$ cat src/rtl/memtype_write_buffer.sv
module memtype_write_buffer #(
  parameter int AW = 32,
  parameter int DW = 32,
  parameter int DEPTH = 4,
  parameter int REGION_LSB = 16
) (
  input  logic          clk,
  input  logic          rst_n,
  input  logic          req_valid,
  output logic          req_ready,
  input  logic [1:0]    req_kind,
  input  logic [AW-1:0] req_addr,
  input  logic [DW-1:0] req_data,
  output logic          req_done,
  output logic          req_err,
  output logic          dn_valid,
  input  logic          dn_ready,
  output logic [AW-1:0] dn_addr,
  output logic [DW-1:0] dn_data,
  input  logic          dn_resp_valid,
  input  logic          dn_resp_err,
  output logic          drain_done,
  output logic          async_err,
  output logic [AW-1:0] async_err_addr,
  input  logic          err_clear
);
  // DEPTH must be a power of two, at least 2
  localparam int PW = $clog2(DEPTH);
  localparam int CW = $clog2(DEPTH + 1);

  logic [AW-1:0] q_addr [DEPTH];
  logic [DW-1:0] q_data [DEPTH];
  logic [PW-1:0] rd_ptr, wr_ptr;
  logic [CW-1:0] cnt;

  logic          so_pend;
  logic [AW-1:0] so_addr;
  logic [DW-1:0] so_data;

  logic          out_busy, out_sent, out_so;
  logic [AW-1:0] out_addr;
  logic [DW-1:0] out_data;

  logic is_so_req, full, empty, acc, push, so_take;
  logic region_hit, resp, issue_so, issue_q;

  assign is_so_req = req_kind[1];
  assign full      = (cnt == CW'(DEPTH));
  assign empty     = (cnt == '0);
  assign req_ready = !so_pend && (is_so_req || !full);
  assign acc       = req_valid && req_ready;
  assign push      = acc && !is_so_req;
  assign so_take   = acc && is_so_req;
  assign resp      = out_busy && out_sent && dn_resp_valid;
  assign issue_so  = !out_busy && so_pend && !region_hit;
  assign issue_q   = !out_busy && !empty && !issue_so;

  always_comb begin
    region_hit = 1'b0;
    for (int i = 0; i < DEPTH; i++) begin
      logic [PW-1:0] offs;
      offs = PW'(i) - rd_ptr;
      if ((CW'(offs) < cnt) &&
          (q_addr[i][AW-1:REGION_LSB] == so_addr[AW-1:REGION_LSB]))
        region_hit = 1'b1;
    end
  end

  assign dn_valid   = out_busy && !out_sent;
  assign dn_addr    = out_addr;
  assign dn_data    = out_data;
  assign drain_done = empty && !out_busy && !so_pend;

  always_ff @(posedge clk) begin
    if (push) begin
      q_addr[wr_ptr] <= req_addr;
      q_data[wr_ptr] <= req_data;
    end
  end

  always_ff @(posedge clk or negedge rst_n) begin
    if (!rst_n) begin
      rd_ptr <= '0;
      wr_ptr <= '0;
      cnt    <= '0;
    end else begin
      if (push)    wr_ptr <= wr_ptr + 1'b1;
      if (issue_q) rd_ptr <= rd_ptr + 1'b1;
      cnt <= cnt + CW'(push) - CW'(issue_q);
    end
  end

  always_ff @(posedge clk or negedge rst_n) begin
    if (!rst_n) begin
      so_pend <= 1'b0;
      so_addr <= '0;
      so_data <= '0;
    end else if (so_take) begin
      so_pend <= 1'b1;
      so_addr <= req_addr;
      so_data <= req_data;
    end else if (resp && out_so) begin
      so_pend <= 1'b0;
    end
  end

  always_ff @(posedge clk or negedge rst_n) begin
    if (!rst_n) begin
      out_busy <= 1'b0;
      out_sent <= 1'b0;
      out_so   <= 1'b0;
      out_addr <= '0;
      out_data <= '0;
    end else if (issue_so || issue_q) begin
      out_busy <= 1'b1;
      out_sent <= 1'b0;
      out_so   <= issue_so;
      out_addr <= issue_so ? so_addr : q_addr[rd_ptr];
      out_data <= issue_so ? so_data : q_data[rd_ptr];
    end else if (resp) begin
      out_busy <= 1'b0;
      out_sent <= 1'b0;
    end else if (dn_valid && dn_ready) begin
      out_sent <= 1'b1;
    end
  end

  always_ff @(posedge clk or negedge rst_n) begin
    if (!rst_n) begin
      req_done <= 1'b0;
      req_err  <= 1'b0;
    end else begin
      req_done <= push || (resp && out_so);
      req_err  <= resp && out_so && dn_resp_err;
    end
  end

  always_ff @(posedge clk or negedge rst_n) begin
    if (!rst_n) begin
      async_err      <= 1'b0;
      async_err_addr <= '0;
    end else if (resp && !out_so && dn_resp_err && (!async_err || err_clear)) begin
      async_err      <= 1'b1;
      async_err_addr <= out_addr;
    end else if (err_clear) begin
      async_err <= 1'b0;
    end
  end

  p_done_cause_r2: assert property (@(posedge clk) disable iff (!rst_n)
    req_done |-> ($past(req_valid && req_ready && !req_kind[1]) || $past(dn_resp_valid)));

  p_so_blocks_r3: assert property (@(posedge clk) disable iff (!rst_n)
    so_pend |-> !req_ready);

  p_so_own_region_r6: assert property (@(posedge clk) disable iff (!rst_n)
    (dn_valid && out_so) |-> !region_hit);

  p_full_stall_r7: assert property (@(posedge clk) disable iff (!rst_n)
    (full && !req_kind[1]) |-> !req_ready);

  p_dn_hold_r8: assert property (@(posedge clk) disable iff (!rst_n)
    (dn_valid && !dn_ready) |=> (dn_valid && $stable(dn_addr) && $stable(dn_data)));

  p_sticky_r9: assert property (@(posedge clk) disable iff (!rst_n)
    (async_err && !err_clear) |=> (async_err && $stable(async_err_addr)));

  p_drain_idle_r11: assert property (@(posedge clk) disable iff (!rst_n)
    drain_done |-> (!dn_valid && req_ready));
endmodule

$ cat config.mk
export PLATFORM = sky130hd
export DESIGN_NAME = memtype_write_buffer
export DESIGN_NICKNAME = d
export VERILOG_FILES = /design/src/rtl/memtype_write_buffer.sv
export SDC_FILE = /design/constraint.sdc
export NUM_CORES = 1
export LEC_CHECK = 0
export BUFFER_PORTS_ARGS = -buffer_cell sky130_fd_sc_hd__buf_2
export CORE_ASPECT_RATIO = 0.8
export CORE_MARGIN = 2
export CORE_UTILIZATION = 59
export CTS_BUF_LIST = sky130_fd_sc_hd__clkbuf_16
export CTS_CLUSTER_SIZE = 24
export DETAILED_ROUTE_END_ITERATION = 10
export GPL_TIMING_DRIVEN = 0
export PLACE_DENSITY = 0.79
export SKIP_LAST_GASP = 1
export SYNTH_ARGS = -nofsm -noshare
export SYNTH_HDL_FRONTEND = slang
export SYNTH_SLANG_ARGS = --single-unit
$ cat constraint.sdc
create_clock -name clk -period 5.16 [get_ports clk]
set_input_delay 0.258 -clock clk [delete_from_list [all_inputs] [get_ports clk]]
set_output_delay 0.258 -clock clk [all_outputs]
set_load 0.03 [all_outputs]
# Yosys cells after proc, flatten, opt, wreduce, memory -nomap -nowiden
# Memory sizes are Yosys's and may differ from the RTL's.
# Index checks and enable logic that the tools add are counted.
[totals] ff_bits=174 ram_bits=256 input_bits=73 output_inout_bits=102 elab_cells=93 memories=2
[memory_table] name="q_addr" depth=4 word_bits=32 rd=5 rd_ports_with_merged_regs=0 wr=1 line="31" rtl="logic [AW-1:0] q_addr [DEPTH];"
[memory_table] name="q_data" depth=4 word_bits=32 rd=1 rd_ports_with_merged_regs=0 wr=1 line="32" rtl="logic [DW-1:0] q_data [DEPTH];"
[classes] n_addsub=8 order_cmp=4 n_eq_ne=5 mux=17 n_reduce_logical=42
[op_table] operator="$eq 16x16->1" count=4
[op_table] operator="$mux 32" count=2
[op_table] operator="$logic_and 1x1->1" count=23
[op_table] operator="$mux 1" count=15
[op_table] operator="$lt 2x3->1" count=4
[op_table] operator="$logic_not 1->1" count=10
[op_table] operator="$reduce_bool 2->1" count=3
[op_table] operator="$add 2x1->2 const B" count=2
[op_table] operator="$logic_or 1x1->1" count=4
[op_table] operator="$sub 1x2->2 const A" count=2
[op_table] operator="$sub 2x2->2 const A" count=2
[op_table] operator="$add 3x1->3" count=1
[op_table] operator="$eq 3x3->1 const B" count=1
[op_table] operator="$logic_not 3->1" count=1
[op_table] operator="$reduce_bool 3->1" count=1
[op_table] operator="$sub 3x1->3" count=1

# Depth between registers and ports, before layout
# Gate-level depths: netlist of run 1.
[depth] word_depth=13 depth_mapped=19 depth_no_buf=15

# Worst setup path before layout of run 1
# Ideal clock, no wire load.
[synth_timing] path_kind="register to register" from="register rd_ptr[0]" to="register cnt[2]" setup_time_ps=129 arrival_ps=3506 t_required_ps=5031 path_slack_ps=1525 stages_incl_launch_ff=19 n_path_buf=4 period_less_slack_ps=3635 path_cell_list="dfrtp_1 > clkbuf_1 > buf_1 > xnor2_1 > ha_1 > a21oi_1 > o211ai_1 > o311a_1 > and3_1 > buf_6 > buf_6 > nor2_1 > ha_1 > inv_1 > ha_1 > inv_1 > fa_1 > xnor2_1 > xnor2_1"
[synth_between] elab_chain_len=12 elab_cells_between_ends=21 classes_between="add/sub: 5; order compare: 4; mux: 4; reduce/logical: 8"
[synth_rtl] element="start: declaration" line="33" rtl="logic [PW-1:0] rd_ptr, wr_ptr;"
[synth_rtl] element="start signal: assignment" line="88" rtl="if (issue_q) rd_ptr <= rd_ptr + 1'b1;"
[synth_rtl] element="$sub 1x2->2" line="62" rtl="offs = PW'(i) - rd_ptr;"
[synth_rtl] element="$lt 2x3->1" line="63" rtl="if ((CW'(offs) < cnt) &&"
[synth_rtl] element="$logic_and 1x1->1" line="63"
[synth_rtl] element="$mux 1 (3 in series)" line="63"
[synth_rtl] element="$mux 1 *" line="63"
[synth_rtl] element="$logic_not 1->1 *" line="55" rtl="assign issue_so = !out_busy && so_pend && !region_hit;"
[synth_rtl] element="$logic_and 1x1->1 *" line="55"
[synth_rtl] element="$logic_not 1->1 *" line="56" rtl="assign issue_q = !out_busy && !empty && !issue_so;"
[synth_rtl] element="$logic_and 1x1->1 *" line="56"
[synth_rtl] element="net issue_q" line="45" rtl="logic region_hit, resp, issue_so, issue_q;"
[synth_rtl] element="$sub 3x1->3 *" line="89" rtl="cnt <= cnt + CW'(push) - CW'(issue_q);"
[synth_rtl] element="end signal: assignment" line="89"
[synth_rtl] element="end: declaration" line="34" rtl="logic [CW-1:0] cnt;"
# Mark *: on every way through the listed nets, which the timed path passes. The rest lies on a longest branch.
# A chain may end at the register's enable or synchronous reset.

# Final worst setup path of run 1
# Same ends and word-level chain as after synthesis.

==> results.md, run 1 <==
### Placement
- **weighted congestion reported at the end of routability-driven placement** 0.8331
- **half-perimeter wire length after placement** 24980 um
- **Port-buffer cells** 173

### Synth
- **adder-cell share of the synthesized area** 0.8129%
- **fraction of the mapped netlist area in compound gates** 0.6447%
- **Synth Area in XOR/XNOR** 3.336%
- **post-synthesis sequential element count** 430
- **dominant combinational cell family by area after synthesis** multiplexers
- **Post-Synthesis Cells** 1076
- **number of nets in the synthesized netlist** 1160
- **sequential area share after synthesis** 67.44%
- **Netlist Area Pre-Place** 17850 um^2
- **Syn Area/Cell** 16.59 um^2
- **mux share of post-synthesis cell area** 19.51%
- **post-synthesis share of cell area spent on and, or, nand and nor gates** 5.795%
- **number of warnings issued by yosys** 0
- **library cells used by synthesis** 39

### Timing
- **Slew Limit Headroom** 36.79%
- **f_max** 0.2238 GHz
- **Post-Route Setup TNS** 0 ns
- **setup repair after global routing missed its margin** false
- **final number of hold-violating endpoints** 0
- **post-layout minimum cycle time** 4.468 ns
- **clock tree skew after final layout** 0.02717 ns
- **Least-Margin Pin Slew** 0.9430 ns
- **portion of the clock cycle consumed by the worst path in the final layout** 86.60%
- **final setup violation count** 0
- **total count of max-transition violations in the final report** 0

### GRT
- **wire length of the first global-routing pass** 61220 um
- **initial antenna violation count** 0
- **vias in the first global route** 10630
- **GRT Total Usage** 25.78%
- **total grt overflow** 0
- **maximum number of pins on one net before global-route repair** 93

### Power and ir drop
- **VDD IR-drop max** 415.6 uV
- **relative contribution of sequential cells to total power** 38.0%
- **PD cells** 605.4 nW/um^2
- **relative contribution of the clock network to total power** 22.6%
- **static leakage power** 0.008730 uW
- **net switching power** 4524 uW
- **combinational power share** 39.3%
- **internal power summed over all cells** 8405 uW
- **switching power as a share of total power** 34.99%
- **final total power** 12930 uW

### Cells and area
- **most frequent cells in the layout** 256 x sky130_fd_sc_hd__edfxtp_1, 202 x sky130_fd_sc_hd__nand2_1, 184 x sky130_fd_sc_hd__buf_2, 174 x sky130_fd_sc_hd__dfrtp_1, 96 x sky130_fd_sc_hd__mux2_2
- **layout cell share with drive strength beyond 1** 35.00%
- **fill cell total of the finished layout** 1901
- **footprint of the flip-flops and latches** 12040 um^2
- **final layout net count** 1448
- **multi-input combinational cell area** 5389 um^2
- **final antenna diode count** 0
- **synthesis-to-layout area growth** 19.61%
- **most common cell after layout, fill and taps aside** sky130_fd_sc_hd__edfxtp_1

### Outcome
- **status** complete, no violations

### Flow run
- **max-cap violations** 0

### Worst setup path
- **CP Launch Type** register
- **Reg2Reg Setup Slack** 0.69 ns
- **Critical Path, Cell by Cell** clkbuf_1 > buf_1 > xnor2_1 > ha_1 > a21oi_1 > o211ai_1 > o311a_1 > and3_1 > buf_6 > buf_6 > nor2_1 > ha_1 > inv_1 > ha_1 > inv_1 > fa_1 > xnor2_1 > xnor2_1
- **required time of the critical path** 5.57 ns
- **startpoint of the worst register-to-register path** rd_ptr[0]
- **CP Max Fanout** 10
- **nature of the critical path endpoint** register
- **logic depth of the worst register-to-register path** 18
- **Reg2Reg Capture Point** cnt[2]
- **arrival time of the worst setup path** 4.88 ns
- **standard cell with the maximum stage delay on the critical path** sky130_fd_sc_hd__buf_1
- **timing startpoint of the critical path** rd_ptr[0]
- **critical path class** reg -> reg
- **slowest cell delay on critical path** 0.60 ns
- **crit path to** cnt[2]

### Drt
- **M1 WL** 17570 um
- **via/cell ratio** 5.629
- **routed wl met3** 2516 um
- **top layer used by detailed routing** met4
- **count of vias placed by the detailed router** 10150
- **count of nets left with antenna violations after detail routing** 0
- **# DRC** 0
- **overall routed net length** 39500 um
- **wire length on met2** 18820 um
- **drt initial violations** 886
- **count of TritonRoute iterations in the first routing pass** 5
- **Routed wire per std cell** 21.91 um

### Floorplanning
- **Total Die Area** 31680 um^2
- **Core ar.** 29570 um^2
- **number of core rows** 56
- **effective utilization at floorplan** 60.38%
- **I/O pin count** 175
- **die width** 198.5 um
- **Die Height** 159.6 um

### Clock tree
- **sinks on the clock net** 430
- **maximum clock path buffer count** 3
- **clock transition at the register clock pins on the worst setup and hold paths after CTS** 0.06 ns
- **cell at the root of the clock tree** sky130_fd_sc_hd__clkbuf_16
- **number of clock buffers inserted by TritonCTS** 42
- **H-tree Lvls** 2
- **TritonCTS clock tree** done
- **latest clock arrival within the worst-skew pair** 0.55 ns

### Worst hold path
- **depth of the worst hold-timing path** 3
- **type of the most critical hold path** in -> reg

==> sequential cells by signal, indices dropped and copies added (netlist names) <==
name / cells
dn_addr: 32
req_err: 1
rd_ptr: 2
req_done: 1
wr_ptr: 2
q_addr: 128
async_err: 1
so_addr: 32
out_so: 1
out_sent: 1
out_busy: 1
so_data: 32
cnt: 3
q_data: 128
dn_data: 32
async_err_addr: 32
so_pend: 1
==> kinds of logic (layout without fill, tap and decap cells) <==
logic type                 Yosys count  count (layout)
AOI/OAI and AO/OA                   17              17
xor gates and xnor gates            68              68
adders and majority gates           11              11
buffers and inverters               79             400
DFF                                430             430
muxes                              224             224
and+or+nand+nor                    247             247
==> final cells by class <==
class                      instances  area share (%)
sequential                       430           56.38
multi-input combinational        567           25.23
timing repair buffer             244           7.839
clock buffer                      43           5.038
tap                              406           2.379
buffer                            67           1.845
clock inverter                    34           1.072
inverter                          12          0.2109
==> power groups by stage <==
stage	Combinational [uW]	Clock, uW	Sequential, uW
CTS	5120	2990	4910
global route	5460	3130	5000
finish	5080	2930	4920
detailed placement	5030	0	4970
global placement	4900	0	4940
floorplan	3010	0	5620
==> how the worst min path moves through the flow <==
stage,start,end,slack [ns]
2_1_floorplan,rst_n,async_err,-0.04
3_3_place_gp,so_addr[3],dn_addr[3],0.48
3_5_place_dp,rst_n,async_err_addr[9],0.29
4_1_cts,err_clear,async_err,0.005
5_1_grt,err_clear,async_err,0.03
6_report,err_clear,async_err,0.03
==> Yosys cell counts, drive strengths merged <==
| library cell | instances | area (um^2) |
|---|---|---|
| edfxtp | 256 | 7687 |
| nand2 | 202 | 758.2 |
| dfrtp | 174 | 4354 |
| mux2 | 160 | 2042 |
| mux4 | 64 | 1441 |
| xor2 | 48 | 420.4 |
| clkbuf | 39 | 146.4 |
| buf | 28 | 247.7 |
| xnor2 | 20 | 175.2 |
| nor4 | 13 | 100.1 |
| inv | 12 | 45.04 |
| ha | 10 | 125.1 |
| nor2 | 9 | 33.78 |
| nand4 | 8 | 50.05 |
| a21oi | 5 | 25.02 |
| and2 | 4 | 25.02 |
| and3 | 3 | 18.77 |
| o211ai | 3 | 22.52 |
| nor3 | 2 | 10.01 |
| o21ai | 2 | 10.01 |
| a211o | 1 | 8.760 |
| a21o | 1 | 7.510 |
| a31oi | 1 | 6.260 |
| fa | 1 | 20.02 |
| nand2b | 1 | 6.260 |
| nand3 | 1 | 5.000 |
| nand3b | 1 | 7.510 |
| nor2b | 1 | 6.260 |
| nor3b | 1 | 7.510 |
| o2111ai | 1 | 8.760 |
| o21bai | 1 | 7.510 |
| o22a | 1 | 8.760 |
| o311a | 1 | 10.01 |
| or2 | 1 | 6.260 |
==> worst max-delay path: cells and delay by family (launching register included) <==
family,cells,cell delay [ns]
buffers and inverters,6,1.49
xor gates and xnor gates,3,0.51
adders and majority gates,4,1.08
DFF,1,0.32
AOI/OAI and AO/OA,3,0.62
and+or+nand+nor,2,0.29
==> routing by layer <==
metal / global-route usage [%] / vias up
met2: 40.94 / 342
li1: - / 4511
met3: 4.596 / 49
met1: 38.01 / 5247
met5: 0 / -
met4: 5.529 / 0
==> repair_timing <==
item / 4_1_cts / 5_1_grt
hold endpoints to repair: 364 / 0
hold buffers: 66 / 0
resized for setup: 0 / 0
setup buffers: 0 / 0
==> stage by stage <==
step | hold WS (ns) | std cells | setup slack (ns) | instance area, um^2 | utilization (%)
after floorplan | -0.03759 | 1076 | 1.525 | 17850 | -
after global placement | 0.4815 | 1655 | 0.5840 | 19230 | 65.03
after detailed placement | 0.2921 | 1660 | 0.7821 | 19390 | 65.58
after CTS | 0.004952 | 1803 | 0.6289 | 21360 | 72.23
after global routing | 0.02962 | 1803 | 0.3540 | 21360 | 72.23
final | 0.03020 | 1803 | 0.6917 | 21360 | 72.23
(Power assumes the default switching activity.)
==> inputs of run 2 (changes only) <==
--- a/config.mk
+++ b/config.mk
@@ -6,14 +6,14 @@
 export NUM_CORES = 1
 export LEC_CHECK = 0
 export BUFFER_PORTS_ARGS = -buffer_cell sky130_fd_sc_hd__buf_2
-export CORE_ASPECT_RATIO = 0.8
+export CORE_ASPECT_RATIO = 1.25
 export CORE_MARGIN = 2
-export CORE_UTILIZATION = 59
+export CORE_UTILIZATION = 53
 export CTS_BUF_LIST = sky130_fd_sc_hd__clkbuf_16
 export CTS_CLUSTER_SIZE = 24
 export DETAILED_ROUTE_END_ITERATION = 10
 export GPL_TIMING_DRIVEN = 0
-export PLACE_DENSITY = 0.79
+export PLACE_DENSITY = 0.75
 export SKIP_LAST_GASP = 1
 export SYNTH_ARGS = -nofsm -noshare
 export SYNTH_HDL_FRONTEND = slang
==> constraint.sdc (replaced) <==
create_clock -name clk -period 3.8 [get_ports clk]
set_input_delay 0.19 -clock clk [delete_from_list [all_inputs] [get_ports clk]]
set_output_delay 0.19 -clock clk [all_outputs]
set_load 0.03 [all_outputs]
==> results.md, run 2 (synthesized netlist as in run 1, its figures left out) <==
### Placement
- **weighted congestion reported at the end of routability-driven placement** 0.8058, -3.3%
- **Port-buffer cells** 173, unchanged
- **DP Cell Count** 1677, +1.0%
- **half-perimeter wire length after placement** 24430 um, -2.2%
- **placement-stage worst setup slack** -0.5441 ns, -1.326 ns

### Power and ir drop
- **static leakage power** 0.008754 uW, +0.28%
- **final total power** 17450 uW, +35%
- **VDD IR-drop max** 461.6 uV, +11%
- **PD cells** 815.1 nW/um^2, +35%

### Worst setup path
- **critical path class** reg -> reg
- **CP Launch Type** register
- **slowest cell delay on critical path** 0.50 ns, -0.10 ns
- **nature of the critical path endpoint** register
- **CP Max Fanout** 10, unchanged
- **arrival time of the worst setup path** 4.01 ns, -0.87 ns
- **required time of the critical path** 4.21 ns, -1.36 ns
- **total buffers and inverters traversed by the critical path** 5, -1
- **CP top delay family** adder cells
- **Critical Path, Cell by Cell** buf_6 > xnor2_2 > ha_1 > a21oi_1 > o211ai_1 > o311a_1 > and3_1 > buf_6 > buf_6 > nor2_1 > ha_1 > inv_1 > ha_1 > inv_1 > fa_1 > xnor2_1 > xnor2_1
- **standard cell with the maximum stage delay on the critical path** sky130_fd_sc_hd__dfrtp_2
- **Reg2Reg Setup Slack** 0.20 ns, -0.49 ns

### Clock tree
- **TritonCTS clock tree** done
- **number of clock buffers inserted by TritonCTS** 41, -2.4%
- **latest clock arrival within the worst-skew pair** 0.54 ns, about the same
- **H-tree Lvls** 2, unchanged
- **maximum clock path buffer count** 3, unchanged
- **number of buffers inserted by post-CTS setup repair** 0, unchanged
- **clock transition at the register clock pins on the worst setup and hold paths after CTS** 0.06 ns, about the same
- **sinks on the clock net** 430, unchanged
- **cell at the root of the clock tree** sky130_fd_sc_hd__clkbuf_16

### Timing
- **final setup violation count** 0, unchanged
- **total count of max-transition violations in the final report** 0, unchanged
- **f_max** 0.2779 GHz, +24%
- **Slew Limit Headroom** 33.48%, -3.3 points
- **portion of the clock cycle consumed by the worst path in the final layout** 94.70%, +8.1 points
- **hold slack** 0.2068 ns, +0.1766 ns
- **final number of hold-violating endpoints** 0, unchanged
- **final setup margin** 0.2015 ns, -0.4902 ns
- **setup repair after global routing missed its margin** false
- **clock tree skew after final layout** 0.02497 ns, -0.002203 ns
- **post-layout minimum cycle time** 3.599 ns, -0.8698 ns
- **Least-Margin Pin Slew** 0.9902 ns, +0.04726 ns

### Cells and area
- **final layout net count** 1448, unchanged
- **most common cell after layout, fill and taps aside** sky130_fd_sc_hd__edfxtp_1
- **fill cell total of the finished layout** 2440, +28%
- **Final Instance Count excl. Fillers** 1819, +0.89%
- **synthesis-to-layout area growth** 19.92%
- **registers with the most flip-flops** q_addr: 128 flops, q_data: 128 flops
- **most frequent cells in the layout** 256 x sky130_fd_sc_hd__edfxtp_1, 202 x sky130_fd_sc_hd__nand2_1, 185 x sky130_fd_sc_hd__buf_2, 172 x sky130_fd_sc_hd__dfrtp_1, 96 x sky130_fd_sc_hd__mux2_2
- **layout cell share with drive strength beyond 1** 35.34%, +0.34 points

### Floorplanning
- **effective utilization at floorplan** 53.45%, -6.9 points
- **die width** 168.2 um, -15%
- **Total Die Area** 35180 um^2, +11%
- **Die Height** 209.2 um, +31%
- **I/O pin count** 175, unchanged
- **Core ar.** 33410 um^2, +13%
- **number of core rows** 75, +34%

### Worst hold path
- **type of the most critical hold path** in -> async

### Drt
- **count of nets left with antenna violations after detail routing** 0, unchanged
- **# DRC** 0, unchanged
- **count of TritonRoute iterations in the first routing pass** 4, -1
- **overall routed net length** 38170 um, -3.4%
- **Routed wire per std cell** 20.98 um, -4.2%
- **drt initial violations** 638, -28%
- **count of vias placed by the detailed router** 9954, -1.9%
- **via/cell ratio** 5.472, -2.8%

### Outcome
- **status** complete, no violations

### GRT
- **initial antenna violation count** 1, +1
- **wire length of the first global-routing pass** 59140 um, -3.4%
- **total grt overflow** 0, unchanged
- **maximum number of pins on one net before global-route repair** 98, +5.4%
- **vias in the first global route** 10460, -1.6%
- **GRT Total Usage** 22.18%, -3.6 points

### Flow run
- **max-cap violations** 0, unchanged

run 2: timing repair:
action / CTS / global route
pin swaps: 0 / 0
hold buffers: 69 / 0
endpoints found under the hold margin: 401 / 0
endpoints found under the setup margin: 2 / 2
resized for setup: 5 / 7
run 2: layout make-up:
class | count | area (um^2) | share of cell area, %
antenna | 1 | 2.502 | 0.01169
buffer | 65 | 400.4 | 1.870
clock buffer | 42 | 1051 | 4.909
clock inverter | 32 | 251.5 | 1.175
inverter | 12 | 45.04 | 0.2104
multi-input combinational | 567 | 5391 | 25.18
sequential | 430 | 12040 | 56.25
tap | 423 | 529.3 | 2.472
timing repair buffer | 247 | 1697 | 7.924
run 2: through the flow:
stage | TNS (ns) | cell area, um^2 | util, %
2_1_floorplan | 0 | 17850 | -
3_3_place_gp | -267.43 | 19250 | 57.62
3_5_place_dp | -0.9179 | 19400 | 58.07
4_1_cts | 0 | 21390 | 64.04
5_1_grt | 0 | 21410 | 64.09
6_report | 0 | 21410 | 64.09
run 2: worst paths after layout:
path	startpoint	endpoint	depth (start not counted)
worst max-delay path	rd_ptr[0]	cnt[2]	17
worst min-delay path	rst_n	dn_data[10]	2
worst max register to register	rd_ptr[0]	cnt[2]	17
worst min register to register	async_err_addr[21]	async_err_addr[21]	1
max in group asynchronous	rst_n	dn_data[24]	3
min in group clk	req_valid	wr_ptr[0]	4
run 2: metal layers:
metal / share of wire (%) / GRT usage, % / routed length (um) / vias up
li1: - / - / - / 4499
met1: 41 / 28.40 / 15530 / 5104
met2: 51 / 38.83 / 19630 / 276
met3: 5.1 / 3.428 / 1965 / 75
met4: 2.7 / 7.669 / 1042 / 0
met5: 0 / 0 / 0 / -
run 2: power by group:
group	total, uW	leakage (uW)	internal [uW]	switching (uW)
Clock	3960	0.000674	2270	1680
Combinational	6820	0.00365	3100	3730
Sequential	6670	0.00443	6070	599
Total	17500	0.00875	11400	6010
